<file path="config.mk">
export PLATFORM = sky130hd
export DESIGN_NAME = justif_tx
export DESIGN_NICKNAME = d
export VERILOG_FILES = /design/src/rtl/jtx_pkg.sv /design/src/rtl/jtx_store.sv /design/src/rtl/jtx_decide.sv /design/src/rtl/jtx_emit.sv /design/src/rtl/justif_tx.sv
export SDC_FILE = /design/constraint.sdc
export NUM_CORES = 1
export LEC_CHECK = 0
export BUFFER_PORTS_ARGS = -buffer_cell sky130_fd_sc_hd__buf_2
export CAP_MARGIN = 25
export CELL_PAD_IN_SITES_DETAIL_PLACEMENT = 1
export CELL_PAD_IN_SITES_GLOBAL_PLACEMENT = 1
export CORE_ASPECT_RATIO = 0.8
export CORE_UTILIZATION = 44
export DETAILED_ROUTE_END_ITERATION = 12
export PLACE_DENSITY = 0.81
export SYNTH_ARGS = -nofsm -noshare
export SYNTH_HDL_FRONTEND = slang
export SYNTH_SLANG_ARGS = --single-unit
</file>
<file path="constraint.sdc">
create_clock -name clk -period 3 [get_ports clk]
set_input_delay 0.15 -clock clk [delete_from_list [all_inputs] [get_ports clk]]
set_output_delay 0.15 -clock clk [all_outputs]
set_load 0.02 [all_outputs]
</file>
<file path="src/rtl/jtx_pkg.sv">
package jtx_pkg;
  typedef enum logic [1:0] {
    SLOT_DATA = 2'b00,
    SLOT_OVH  = 2'b01,
    SLOT_CTRL = 2'b10,
    SLOT_JUST = 2'b11
  } slot_e;

  function automatic int ctrl_count(input bit high_rate);
    return high_rate ? 5 : 3;
  endfunction
endpackage

</file>
<file path="src/rtl/jtx_store.sv">
module jtx_store #(
  parameter int DEPTH = 8,
  parameter int AW    = $clog2(DEPTH),
  parameter int CW    = $clog2(DEPTH + 1)
) (
  input  logic          clk,
  input  logic          rst_n,
  input  logic          wr_req,
  input  logic          wr_bit,
  output logic          wr_ok,
  input  logic          rd_req,
  output logic          rd_bit,
  output logic          empty,
  output logic [CW-1:0] fill,
  output logic          ovf,
  output logic          udf
);
  localparam logic [CW-1:0] FULL_LVL = CW'(DEPTH);
  localparam logic [CW-1:0] HALF_LVL = CW'(DEPTH / 2);
  localparam logic [AW-1:0] LAST_IDX = AW'(DEPTH - 1);

  logic [DEPTH-1:0] cells;
  logic [AW-1:0]    wp, rp;
  logic             wr_do, rd_do;

  assign wr_ok  = (fill != FULL_LVL);
  assign empty  = (fill == '0);
  assign wr_do  = wr_req && wr_ok;
  assign rd_do  = rd_req && !empty;
  assign rd_bit = cells[rp];

  always_ff @(posedge clk) begin
    if (!rst_n) begin
      cells <= '0;
      wp    <= AW'(DEPTH / 2);
      rp    <= '0;
      fill  <= HALF_LVL;
      ovf   <= 1'b0;
      udf   <= 1'b0;
    end else begin
      if (wr_do) begin
        cells[wp] <= wr_bit;
        wp        <= (wp == LAST_IDX) ? '0 : wp + 1'b1;
      end
      if (rd_do) rp <= (rp == LAST_IDX) ? '0 : rp + 1'b1;
      case ({wr_do, rd_do})
        2'b10:   fill <= fill + 1'b1;
        2'b01:   fill <= fill - 1'b1;
        default: fill <= fill;
      endcase
      if (wr_req && !wr_ok) ovf <= 1'b1;
      if (rd_req && empty)  udf <= 1'b1;
    end
  end


  fill_range_chk: assert property (@(posedge clk) disable iff (!rst_n)
    fill <= FULL_LVL);

  full_refuse_chk: assert property (@(posedge clk) disable iff (!rst_n)
    (fill == FULL_LVL && wr_req && !rd_req) |=> (fill == FULL_LVL));

  ovf_sticky_chk: assert property (@(posedge clk) disable iff (!rst_n)
    ovf |=> ovf);

  udf_hold_chk: assert property (@(posedge clk) disable iff (!rst_n)
    (empty && rd_req && !wr_req) |=> (fill == '0) && udf);
endmodule

</file>
<file path="src/rtl/jtx_decide.sv">
module jtx_decide
  import jtx_pkg::*;
#(
  parameter int NCTRL  = 3,
  parameter int THRESH = 2,
  parameter int CW     = 4,
  parameter int CNW    = $clog2(NCTRL + 1)
) (
  input  logic          clk,
  input  logic          rst_n,
  input  logic          slot_en,
  input  slot_e         slot_type,
  input  logic [CW-1:0] fill,
  output logic          ctrl_live,
  output logic          stuff_now,
  output logic          stuff_q
);
  localparam logic [CNW-1:0] CNT_LIM = CNW'(NCTRL);
  localparam logic [CW-1:0]  THR_LVL = CW'(THRESH);

  logic [CNW-1:0] cnt;
  logic           take;

  assign ctrl_live = slot_en && (slot_type == SLOT_CTRL) && (cnt < CNT_LIM);
  assign take      = ctrl_live && (cnt == '0);
  assign stuff_now = take ? (fill < THR_LVL) : stuff_q;

  always_ff @(posedge clk) begin
    if (!rst_n) begin
      cnt     <= '0;
      stuff_q <= 1'b0;
    end else begin
      if (take) stuff_q <= (fill < THR_LVL);
      if (slot_en && slot_type == SLOT_JUST) cnt <= '0;
      else if (ctrl_live)                    cnt <= cnt + 1'b1;
    end
  end


  stuff_hold_chk: assert property (@(posedge clk) disable iff (!rst_n)
    !(slot_en && slot_type == SLOT_CTRL) |=> $stable(stuff_q));

  ctrl_bound_chk: assert property (@(posedge clk) disable iff (!rst_n)
    cnt <= CNT_LIM);
endmodule

</file>
<file path="src/rtl/jtx_emit.sv">
module jtx_emit
  import jtx_pkg::*;
(
  input  logic  clk,
  input  logic  rst_n,
  input  logic  slot_en,
  input  slot_e slot_type,
  input  logic  ctrl_live,
  input  logic  stuff_now,
  input  logic  rd_bit,
  input  logic  empty,
  output logic  rd_req,
  output logic  out_valid,
  output logic  out_bit
);
  logic nxt_valid, nxt_bit;

  always_comb begin
    rd_req    = 1'b0;
    nxt_valid = 1'b0;
    nxt_bit   = 1'b0;
    if (slot_en) begin
      unique case (slot_type)
        SLOT_DATA: begin
          rd_req    = 1'b1;
          nxt_valid = 1'b1;
          nxt_bit   = rd_bit && !empty;
        end
        SLOT_CTRL: begin
          nxt_valid = ctrl_live;
          nxt_bit   = ctrl_live && stuff_now;
        end
        SLOT_JUST: begin
          rd_req    = !stuff_now;
          nxt_valid = 1'b1;
          nxt_bit   = !stuff_now && rd_bit && !empty;
        end
        default: ;
      endcase
    end
  end

  always_ff @(posedge clk) begin
    if (!rst_n) begin
      out_valid <= 1'b0;
      out_bit   <= 1'b0;
    end else begin
      out_valid <= nxt_valid;
      out_bit   <= nxt_bit;
    end
  end


  ovh_silent_chk: assert property (@(posedge clk) disable iff (!rst_n)
    (slot_en && slot_type == SLOT_OVH) |=> !out_valid);

  idle_silent_chk: assert property (@(posedge clk) disable iff (!rst_n)
    !slot_en |=> !out_valid);

  stuff_zero_chk: assert property (@(posedge clk) disable iff (!rst_n)
    (slot_en && slot_type == SLOT_JUST && stuff_now) |=> (out_valid && !out_bit));
endmodule

</file>
<file path="src/rtl/justif_tx.sv">
module justif_tx
  import jtx_pkg::*;
#(
  parameter int DEPTH     = 8,
  parameter int THRESH    = 2,
  parameter bit HIGH_RATE = 1'b0
) (
  input  logic       clk,
  input  logic       rst_n,
  input  logic       slot_en,
  input  logic [1:0] slot_type,
  input  logic       trib_valid,
  output logic       trib_ready,
  input  logic       trib_bit,
  output logic       out_valid,
  output logic       out_bit,
  output logic       stuff_this_frame,
  output logic       overflow,
  output logic       underflow
);
  localparam int NCTRL = ctrl_count(HIGH_RATE);
  localparam int CW    = $clog2(DEPTH + 1);

  slot_e         st;
  logic [CW-1:0] fill;
  logic          rd_req, rd_bit, empty, ctrl_live, stuff_now;

  assign st = slot_e'(slot_type);

  jtx_store #(.DEPTH(DEPTH)) u_store (
    .clk(clk), .rst_n(rst_n),
    .wr_req(trib_valid), .wr_bit(trib_bit), .wr_ok(trib_ready),
    .rd_req(rd_req), .rd_bit(rd_bit), .empty(empty), .fill(fill),
    .ovf(overflow), .udf(underflow)
  );

  jtx_decide #(.NCTRL(NCTRL), .THRESH(THRESH), .CW(CW)) u_decide (
    .clk(clk), .rst_n(rst_n), .slot_en(slot_en), .slot_type(st),
    .fill(fill), .ctrl_live(ctrl_live), .stuff_now(stuff_now),
    .stuff_q(stuff_this_frame)
  );

  jtx_emit u_emit (
    .clk(clk), .rst_n(rst_n), .slot_en(slot_en), .slot_type(st),
    .ctrl_live(ctrl_live), .stuff_now(stuff_now), .rd_bit(rd_bit),
    .empty(empty), .rd_req(rd_req), .out_valid(out_valid), .out_bit(out_bit)
  );
endmodule

</file>
==> flow_summary.toml <==
[worst_setup_path]
rrSetupSlack_ns = 0.16
cp.required_ns = 3.20
worstSetupEndpoint = "u_store.fill[3]$_SDFFE_PN0P_"
reg2reg_depth = 9
rr_endpoint = "u_store.fill[3]$_SDFFE_PN0P_"
worst_setup_path_start_kind = "flop"
critPathKind = "flop to flop"
arrival_ns = 3.04
critPathMaxFanout = 5
cp-end-kind = "flop"
cp-startpoint = "u_store.fill[0]$_SDFFE_PN0P_"
rr_startpoint = "u_store.fill[0]$_SDFFE_PN0P_"

[pwr]
powerDensity_nw_per_um2 = 460
p_leak_nw = 0.667
ir_drop_uv = 380

[floorplanning]
fp.dieArea_um2 = 3400
io_pins = 13
die_h_um = 52.3
initial_core_util_pct = 48.5
rows = 17
die_w_um = 64.9
core-area_um2 = 2870

[synthesis]
syn-instance-count = 150
ys_async_sr_fraction_pct = 0
postSynthAreaPerCell_um2 = 9.29
ys_ff_latch = 25
ys_seq_area_share_pct = 35.9
synth_ff_type = "dfxtp_1"
ys_warn_count = 0
synth_edf_count = 0
synth_nets = 171
syn_area_um2 = 1390
yosysUniqueCellTypes = 41

[cells_and_area]
num-fill-cells = 345
drive_above_1_share_pct = 16.3
antenna_cells = 0
final_cell_mix = "dfxtp_1, nand2_1, mux2i_1"
area_growth_pct = 9.25
layout_commonest_cell = "dfxtp_1"
nets = 182

[routing]
wire_per_inst_um = 15.6
drt-initial-drc-count = 39
firstDrtPassIters = 4
via_per_inst = 5.51
postRouteAntennaNets = 0
drt-total-wl_um = 3080
drc = 0
vias = 1090

[clock_tree]
insertion_delay_ns = 0.27
cts_tree = "done"
clk_pin_slew_worst_paths_ns = 0.09
root_buffer = "clkbuf_8"
cts_buffers = 3
clock-sinks = 25
clockBufferDepth = 2
htreeDepth = 1
post_cts_buffers = 0
cts_resized = 0
ctsHoldBuffers = 0

[global_route]
grt_max_degree = 22
grt_use_total_pct = 21.5
gr-total-overflow = 0
antenna_found_initial = 0
first_global_vias = 1167
grt_pass1_wl_um = 5450

[min_path]
worstHoldPathType = "input port to flop"

[timing]
finalCriticalPeriod_ns = 2.84
post-route-period-util_pct = 94.6
setup_tns_ns = 0
setup_viol = 0
hold_violations = 0
slew_violations = 0
rsz0062_at_grt = "no"
clock_skew_ns = 0.00256
maxSlewHeadroom_pct = 71.4
tightest_slew_ns = 0.426
max_freq_mhz = 352
whs_ns = 0.171
fin_ws_ns = 0.163

[placement]
portBuffers = 12
gp_congestion = 0.781
dp_hpwl_um = 2210
dp_slack_ns = 0.152

[status]
status = "complete, no violations"

[job]
maxCapViolations = 0
-- synthesized netlist by cell type, types with 2 or more instances --
| cell type | count | area share [%] |
|---|---|---|
| nand4b_1 | 2 | 1.3 |
| nor4b_1 | 2 | 1.3 |
| mux2i_1 | 16 | 11 |
| ha_1 | 13 | 12 |
| nor2_1 | 12 | 3.2 |
| xor2_1 | 2 | 1.3 |
| dfxtp_1 | 25 | 36 |
| or3_1 | 2 | 0.90 |
| nand2_1 | 23 | 6.2 |
| clkbuf_1 | 4 | 1.1 |
| nor4_1 | 2 | 0.90 |
| mux4_2 | 2 | 3.2 |
| inv_1 | 11 | 3.0 |
| o211ai_1 | 2 | 1.1 |
| o21ai_0 | 2 | 0.72 |
| and3_1 | 2 | 0.90 |
| a21oi_1 | 4 | 1.4 |
-- cell type report --
| type | instances | area, um^2 | share of cell area, % |
|---|---|---|---|
| Clock buffer | 4 | 45.0 | 2.96 |
| Sequential cell | 25 | 500 | 32.9 |
| Timing Repair Buffer | 12 | 60.1 | 3.94 |
| Inverter | 13 | 51.3 | 3.37 |
| Tap cell | 38 | 47.5 | 3.12 |
| Multi-Input combinational cell | 106 | 818 | 53.7 |
-- layer usage --
layer	part of all wire [%]	vias to the layer above	track usage, %
li1	-	537	-
met1	47	524	27.5
met2	48	25	35.6
met3	4.3	4	5.43
met4	1.4	0	6.67
met5	0	-	0
-- power breakdown --
part	leakage, nW	internal [mW]	switching [mW]
Combinational	0.441	0.0539	0.0678
Sequential	0.203	0.350	0.0261
Clock	0.0228	0.0951	0.108
-- state kept, by name (all words and copies together), names as in the netlist --
signal and flops:
u_decide.cnt 2, u_decide.stuff_q 1, u_emit.out_bit 1, u_emit.out_valid 1
u_store.cells 8, u_store.fill 4, u_store.ovf 1, u_store.rp 3
u_store.udf 1, u_store.wp 3
-- cell families after synthesis --
family	after synthesis	share of synthesized area [%]
multiplexers	18	14.7
AND/OR/NAND/NOR	56	21.1
AO/OA/AOI/OAI	15	7.36
XOR/XNOR	3	1.89
adder cells (fa/ha/maj)	14	13.1
flip-flops	25	35.9
buffers and inverters	19	5.92
-- critical path, stage by stage, from the launching register on --
cell and delay, ns:
dfxtp_1 0.37, or4_4 0.58, and3_1 0.20, a22o_2 0.28
ha_2 0.22, ha_1 0.28, a21o_2 0.21, a21oi_1 0.16
mux2i_1 0.25, mux2i_1 0.20
-- worst min path at each step --
| stage | from | end | cells after the start |
|---|---|---|---|
| after global placement | u_store.udf$_SDFFE_PN0P_ | u_store.udf$_SDFFE_PN0P_ | 2 |
| after global routing | slot_en | u_emit.out_valid$_SDFF_PN0_ | 2 |
| after floorplan | slot_en | u_emit.out_valid$_SDFF_PN0_ | 1 |
| final | slot_en | u_emit.out_valid$_SDFF_PN0_ | 2 |
| after detailed placement | slot_en | u_emit.out_valid$_SDFF_PN0_ | 2 |
| after CTS | slot_en | u_emit.out_valid$_SDFF_PN0_ | 2 |
-- through the flow --
stage	utilization (%)	total power, mW	cell area, um^2	std cells
5_1_grt	53.0	0.737	1520	198
3_5_place_dp	51.2	0.501	1470	194
4_1_cts	52.8	0.702	1520	198
6_report	53.0	0.700	1520	198
2_1_floorplan	-	0.469	1390	150
3_3_place_gp	51.2	0.492	1470	194
(Power assumes the default switching activity.)
